`config.mk`:
```
export PLATFORM = sky130hd
export DESIGN_NAME = cprs_probe_retry
export DESIGN_NICKNAME = d
export VERILOG_FILES = /design/src/rtl/cprs_pkg.sv /design/src/rtl/cprs_pause_timer.sv /design/src/rtl/cprs_retry_budget.sv /design/src/rtl/cprs_read_filter.sv /design/src/rtl/cprs_probe_retry.sv
export SDC_FILE = /design/constraint.sdc
export NUM_CORES = 1
export LEC_CHECK = 0
export BUFFER_PORTS_ARGS = -buffer_cell sky130_fd_sc_hd__buf_2
export CORE_MARGIN = 4
export CORE_UTILIZATION = 53
export CTS_BUF_LIST = sky130_fd_sc_hd__clkbuf_4 sky130_fd_sc_hd__clkbuf_8
export DETAILED_ROUTE_END_ITERATION = 10
export GPL_TIMING_DRIVEN = 0
export PLACE_DENSITY_LB_ADDON = 0.3
export SETUP_SLACK_MARGIN = 0.3
export SLEW_MARGIN = 20
export SYNTH_ARGS = -nofsm -noshare
export SYNTH_HDL_FRONTEND = slang
export SYNTH_HIERARCHICAL = 1
export SYNTH_SLANG_ARGS = --single-unit
```
`constraint.sdc`:
```
create_clock -name clk -period 5.16 [get_ports clk]
set_clock_uncertainty 0.05 [all_clocks]
set_input_delay 1.032 -clock clk [delete_from_list [all_inputs] [get_ports clk]]
set_output_delay 1.032 -clock clk [all_outputs]
set_load 0.1 [all_outputs]
```
`src/rtl/cprs_pkg.sv`:
```
package cprs_pkg;

    typedef enum logic [1:0] {
        OP_BDF_WR = 2'd0,
        OP_BDF_RD = 2'd1,
        OP_CFG_RD = 2'd2,
        OP_CFG_WR = 2'd3
    } dn_op_e;

    typedef enum logic [1:0] {
        STS_OK        = 2'd0,
        STS_NOT_FOUND = 2'd1,
        STS_BUS_ERR   = 2'd2
    } rsp_sts_e;

    typedef enum logic [2:0] {
        S_IDLE,
        S_BDF_WR,
        S_BDF_RD,
        S_ACCESS,
        S_PAUSE,
        S_RESP
    } seq_state_e;

    typedef struct packed {
        logic        write;
        logic [7:0]  bus;
        logic [7:0]  devfn;
        logic [11:0] offset;
        logic [31:0] wdata;
    } cfg_req_t;

    localparam logic [31:0] ALL_ONES = 32'hFFFF_FFFF;

    // Identifier dword of function 0, read direction only.
    function automatic logic is_id_probe(logic write, logic [7:0] devfn, logic [11:0] offset);
        return !write && (devfn == 8'h00) && (offset[11:2] == 10'h000);
    endfunction

    // Zero and all-ones can never be a real identifier.
    function automatic logic id_unusable(logic [31:0] v);
        return (v == 32'h0) || (v == ALL_ONES);
    endfunction

endpackage

```
`src/rtl/cprs_pause_timer.sv`:
```
module cprs_pause_timer #(
    parameter int CYCLES = 100000
) (
    input  logic clk,
    input  logic rst,
    input  logic start,
    output logic expired
);
    localparam int W = (CYCLES > 1) ? $clog2(CYCLES) : 1;

    logic [W-1:0] cnt;
    logic         run;

    always_ff @(posedge clk) begin
        if (rst) begin
            cnt <= '0;
            run <= 1'b0;
        end else if (start) begin
            cnt <= W'(CYCLES - 1);
            run <= 1'b1;
        end else if (run) begin
            if (cnt == '0) run <= 1'b0;
            else           cnt <= cnt - 1'b1;
        end
    end

    assign expired = run && (cnt == '0);

    AST_TIMER_RANGE: assert property (@(posedge clk) disable iff (rst)
        run |-> (cnt <= W'(CYCLES - 1)));

endmodule

```
`src/rtl/cprs_retry_budget.sv`:
```
module cprs_retry_budget #(
    parameter int LIMIT = 1000
) (
    input  logic clk,
    input  logic rst,
    input  logic clear,
    input  logic consume,
    output logic exhausted,
    output logic used_any
);
    localparam int CW = (LIMIT > 0) ? $clog2(LIMIT + 1) : 1;

    logic [CW-1:0] cnt;

    always_ff @(posedge clk) begin
        if (rst || clear)              cnt <= '0;
        else if (consume && !exhausted) cnt <= cnt + 1'b1;
    end

    assign exhausted = (cnt == CW'(LIMIT));
    assign used_any  = (cnt != '0);

    AST_BUDGET_CAP: assert property (@(posedge clk) disable iff (rst)
        cnt <= CW'(LIMIT));

endmodule

```
`src/rtl/cprs_read_filter.sv`:
```
module cprs_read_filter
    import cprs_pkg::*;
(
    input  logic        probe,
    input  logic [31:0] rdata,
    input  logic        err,
    output logic [31:0] data_fixed,
    output logic        probe_failed
);
    always_comb begin
        data_fixed   = err ? ALL_ONES : rdata;
        probe_failed = probe && id_unusable(data_fixed);
    end
endmodule

```
`src/rtl/cprs_probe_retry.sv`:
```
module cprs_probe_retry
    import cprs_pkg::*;
#(
    parameter int CLK_KHZ     = 100000,
    parameter int RETRY_LIMIT = 1000
) (
    input  logic        clk,
    input  logic        rst,
    input  logic        req_valid,
    output logic        req_ready,
    input  logic        req_write,
    input  logic [7:0]  req_bus,
    input  logic [7:0]  req_devfn,
    input  logic [11:0] req_offset,
    input  logic [31:0] req_wdata,
    output logic        rsp_valid,
    output logic [31:0] rsp_rdata,
    output logic [1:0]  rsp_status,
    output logic        dn_valid,
    output logic [1:0]  dn_op,
    output logic [11:0] dn_addr,
    output logic [31:0] dn_wdata,
    input  logic        dn_done,
    input  logic [31:0] dn_rdata,
    input  logic        dn_err
);
    seq_state_e  state, state_nx;
    cfg_req_t    req_q;
    logic [31:0] rsp_data_q;
    rsp_sts_e    rsp_sts_q;

    logic        accept, probe, probe_failed, exhausted, used_any;
    logic        expired, pause_start, access_done;
    logic [31:0] data_fixed;

    assign accept      = (state == S_IDLE) && req_valid;
    assign probe       = is_id_probe(req_q.write, req_q.devfn, req_q.offset);
    assign access_done = (state == S_ACCESS) && dn_done;
    assign pause_start = access_done && !req_q.write && probe_failed && !exhausted;

    cprs_read_filter u_filter (
        .probe        (probe),
        .rdata        (dn_rdata),
        .err          (dn_err),
        .data_fixed   (data_fixed),
        .probe_failed (probe_failed)
    );

    cprs_pause_timer #(.CYCLES(CLK_KHZ)) u_timer (
        .clk     (clk),
        .rst     (rst),
        .start   (pause_start),
        .expired (expired)
    );

    cprs_retry_budget #(.LIMIT(RETRY_LIMIT)) u_budget (
        .clk       (clk),
        .rst       (rst),
        .clear     (accept),
        .consume   (pause_start),
        .exhausted (exhausted),
        .used_any  (used_any)
    );

    always_comb begin
        state_nx = state;
        unique case (state)
            S_IDLE:   if (req_valid) state_nx = S_BDF_WR;
            S_BDF_WR: if (dn_done)   state_nx = S_BDF_RD;
            S_BDF_RD: if (dn_done)   state_nx = S_ACCESS;
            S_ACCESS: if (dn_done)   state_nx = pause_start ? S_PAUSE : S_RESP;
            S_PAUSE:  if (expired)   state_nx = S_BDF_WR;
            S_RESP:                  state_nx = S_IDLE;
            default:                 state_nx = S_IDLE;
        endcase
    end

    always_ff @(posedge clk) begin
        if (rst) begin
            state      <= S_IDLE;
            req_q      <= '0;
            rsp_data_q <= '0;
            rsp_sts_q  <= STS_OK;
        end else begin
            state <= state_nx;
            if (accept) begin
                req_q.write  <= req_write;
                req_q.bus    <= req_bus;
                req_q.devfn  <= req_devfn;
                req_q.offset <= req_offset;
                req_q.wdata  <= req_wdata;
            end
            if (access_done && !pause_start) begin
                if (req_q.write) begin
                    rsp_data_q <= '0;
                    rsp_sts_q  <= dn_err ? STS_BUS_ERR : STS_OK;
                end else if (probe_failed) begin
                    rsp_data_q <= ALL_ONES;
                    rsp_sts_q  <= STS_NOT_FOUND;
                end else begin
                    rsp_data_q <= data_fixed;
                    rsp_sts_q  <= STS_OK;
                end
            end
        end
    end

    always_comb begin
        dn_valid = 1'b0;
        dn_op    = OP_BDF_WR;
        dn_addr  = '0;
        dn_wdata = '0;
        unique case (state)
            S_BDF_WR: begin
                dn_valid = 1'b1;
                dn_op    = OP_BDF_WR;
                dn_wdata = {16'h0000, req_q.bus, req_q.devfn};
            end
            S_BDF_RD: begin
                dn_valid = 1'b1;
                dn_op    = OP_BDF_RD;
            end
            S_ACCESS: begin
                dn_valid = 1'b1;
                dn_op    = req_q.write ? OP_CFG_WR : OP_CFG_RD;
                dn_addr  = {req_q.offset[11:2], 2'b00};
                dn_wdata = req_q.write ? req_q.wdata : 32'h0;
            end
            default: ;
        endcase
    end

    assign req_ready  = (state == S_IDLE);
    assign rsp_valid  = (state == S_RESP);
    assign rsp_rdata  = rsp_data_q;
    assign rsp_status = rsp_sts_q;

    AST_READY_QUIET: assert property (@(posedge clk) disable iff (rst)
        req_ready |-> !dn_valid && !rsp_valid);
    AST_OP_HELD: assert property (@(posedge clk) disable iff (rst)
        dn_valid && !dn_done |=> dn_valid && $stable(dn_op) && $stable(dn_addr) && $stable(dn_wdata));
    AST_RETRY_ONLY_PROBE: assert property (@(posedge clk) disable iff (rst)
        dn_valid && (dn_op == OP_BDF_WR) && used_any |-> probe);
    AST_NOTFOUND_ONES: assert property (@(posedge clk) disable iff (rst)
        rsp_valid && (rsp_status == STS_NOT_FOUND) |-> rsp_rdata == ALL_ONES);
    AST_RSP_PULSE: assert property (@(posedge clk) disable iff (rst)
        rsp_valid |=> !rsp_valid);

endmodule

```
==> summary.txt <==
Outcome
  – Run status: completed

CTS
  – Cts repair resizes: 0
  – Num CTS Buffers: 17
  – Clk sinks: 124
  – CTS root buffer: clkbuf_8
  – Clock latency on the worst-skew pair: 0.43 ns
  – Htree depth: 4
  – CTS tree: yes
  – Setup Buffers After CTS: 0
  – Worst-path clk slew: 0.08 ns
  – Clock buffer depth: 2
  – # hold bufs at CTS: 0

STA
  – Final TNS setup: 0 ns
  – Worst slew pin tran: 0.6357 ns
  – Final Slew Violations: 0
  – Rel. slew slack: 0.5746
  – Highest clock rate: 214.7 MHz
  – Period utilization: 0.9026
  – RSZ-0062 raised after global routing: false
  – Final setup violating endpoints: 0
  – Post-layout min period: 4.657 ns
  – Final Hold Viols: 0

Setup path
  – Crit path launch type: input port
  – Reg2reg path depth: 12
  – CP Class: input port to register
  – Worst r2r src: req_q[37]
  – RR Endpoint: u_budget/cnt[7]
  – CP max stage cell: nor2_1
  – Worst-path maximum fanout: 10
  – Setup slack, reg-to-reg: 1.02 ns
  – Cells along the critical path: buf_2, nor4_1, nand4_1, or4_1, a21boi_1, or3b_2, clkbuf_1, clkbuf_1, nor2_1, buf_4, nand3_2, or4_1, a21boi_1
  – WP data arrival: 4.96 ns
  – Crit. End Element: register
  – Largest stage delay, worst path: 0.55 ns
  – CP required: 5.46 ns

Place
  – PortBufs: 176
  – GP Congestion: 0.8661
  – Placed Cells incl. Taps: 1050
  – Post-DP Area: 6987 um^2
  – Post-DP HPWL: 12220 um

Final layout
  – Antenna cells: 0
  – Finished Layout Cells: 1082
  – Layout cells sized above 1: 0.2941
  – Design area: 7441 um^2
  – Utilization after layout: 0.6834
  – Most common cell after layout, fill and taps aside: buf_2
  – Layout Area Growth over Synthesis: 25.54%
  – # nets final: 1030
  – Commonest non-fill, non-tap cells in the layout: buf_2 (181), nand2_1 (162), dfxtp_1 (124)

Routing
  – Final WL: 16720 um
  – Total number of vias: 6072
  – Final ANT Viol Nets: 0
  – Drt drc: 0
  – DRT iter0 DRCs: 400
  – Vias/cell: 5.612
  – Routed wire length per instance: 15.45 um
  – Initial DRT Pass Iterations: 5

Power
  – Maximum VDD drop: 0.0003014 V
  – Pwr/cell area: 336.9 nW/um^2
  – Leakage power: 3.290 nW
  – Total Power: 2.507 mW

GRT
  – Largest net degree at the start of global routing: 17
  – Grt ovf: 0
  – Total Routing Usage GR: 0.2554
  – First-pass GRT wire length: 27160 um
  – Vias in the first global route: 5807
  – Antenna violations before repair: 0

Synth
  – Yosys warns: 6
  – Synthesized area: 5927 um^2
  – Cells after synthesis: 733
  – Average size of a mapped cell: 8.086 um^2

Floorplanning
  – Core Rows: 38
  – Die height: 113.8 um
  – Die area: 12940 um^2
  – Die X: 113.8 um
  – CORE AREA: 10890 um^2
  – I/O Pins: 181
  – Initial Utilization: 0.5444

Min path
  – HP Start: req_q[22]
  – Min-Delay Endpoint: req_q[22]
  – Tightest Hold Check Type: register to register
  – Worst Hold Depth: 2

Run
  – Max-capacitance violation count: 0
==> final cells by class <==
| cell class | instances | area, um^2 |
|---|---|---|
| inverter | 11 | 46.29 |
| tap | 140 | 175.2 |
| buffer | 61 | 345.3 |
| timing repair buffer | 176 | 880.8 |
| fill | 972 | 3447 |
| multi-input combinational | 538 | 3057 |
| clock buffer | 18 | 247.7 |
| clock inverter | 14 | 206.4 |
| sequential | 124 | 2482 |
==> metrics by stage <==
stage	hold WS [ns]	setup slack, ns
finish	0.4022	0.5027
global placement	0.3880	0.1474
detailed placement	0.3929	0.09589
floorplan	0.3819	0.8371
CTS	0.4026	0.5777
global route	0.4295	0.3648
==> per-layer routing <==
layer | routed length, um | part of all wire | vias up | global-route usage
met5 | 0 | 0 | - | 0
met4 | 307 | 0.018 | 0 | 0.06891
met3 | 1148 | 0.069 | 27 | 0.07958
met2 | 7895 | 0.47 | 187 | 0.4119
met1 | 7369 | 0.44 | 2854 | 0.3327
li1 | - | - | 3004 | -
==> power breakdown <==
group / total (mW) / leakage (nW) / switching [mW] / internal (mW)
logic: 0.495 / 2.06 / 0.349 / 0.146
clock network: 0.971 / 0.225 / 0.420 / 0.550
registers: 1.04 / 1.01 / 0.0314 / 1.01
==> registers in the layout, indices dropped and copies added (netlist names) <==
register,cells
req_q,59
rsp_rdata,32
u_timer/cnt,17
u_budget/cnt,10
state,3
rsp_status,2
u_timer/run,1
==> critical path: cells and delay by family <==
family | cells | cell delay (ns)
buffers and inverters | 4 | 0.87
AOI/OAI and AO/OA | 2 | 0.38
and+or+nand+nor | 7 | 2.68
==> worst max-delay path by stage <==
| stage | slack (ns) | startpoint | depth (start not counted) | endpoint |
|---|---|---|---|---|
| final | 0.50 | dn_rdata[4] | 13 | u_budget/cnt[7] |
| after global routing | 0.36 | dn_rdata[4] | 13 | u_budget/cnt[7] |
| after CTS | 0.58 | dn_rdata[4] | 13 | u_budget/cnt[7] |
| after detailed placement | 0.1 | dn_rdata[4] | 13 | u_budget/cnt[7] |
| after global placement | 0.15 | dn_rdata[4] | 13 | u_budget/cnt[7] |
| after floorplan | 0.84 | dn_rdata[20] | 11 | u_budget/cnt[7] |
(Power assumes the default switching activity.)
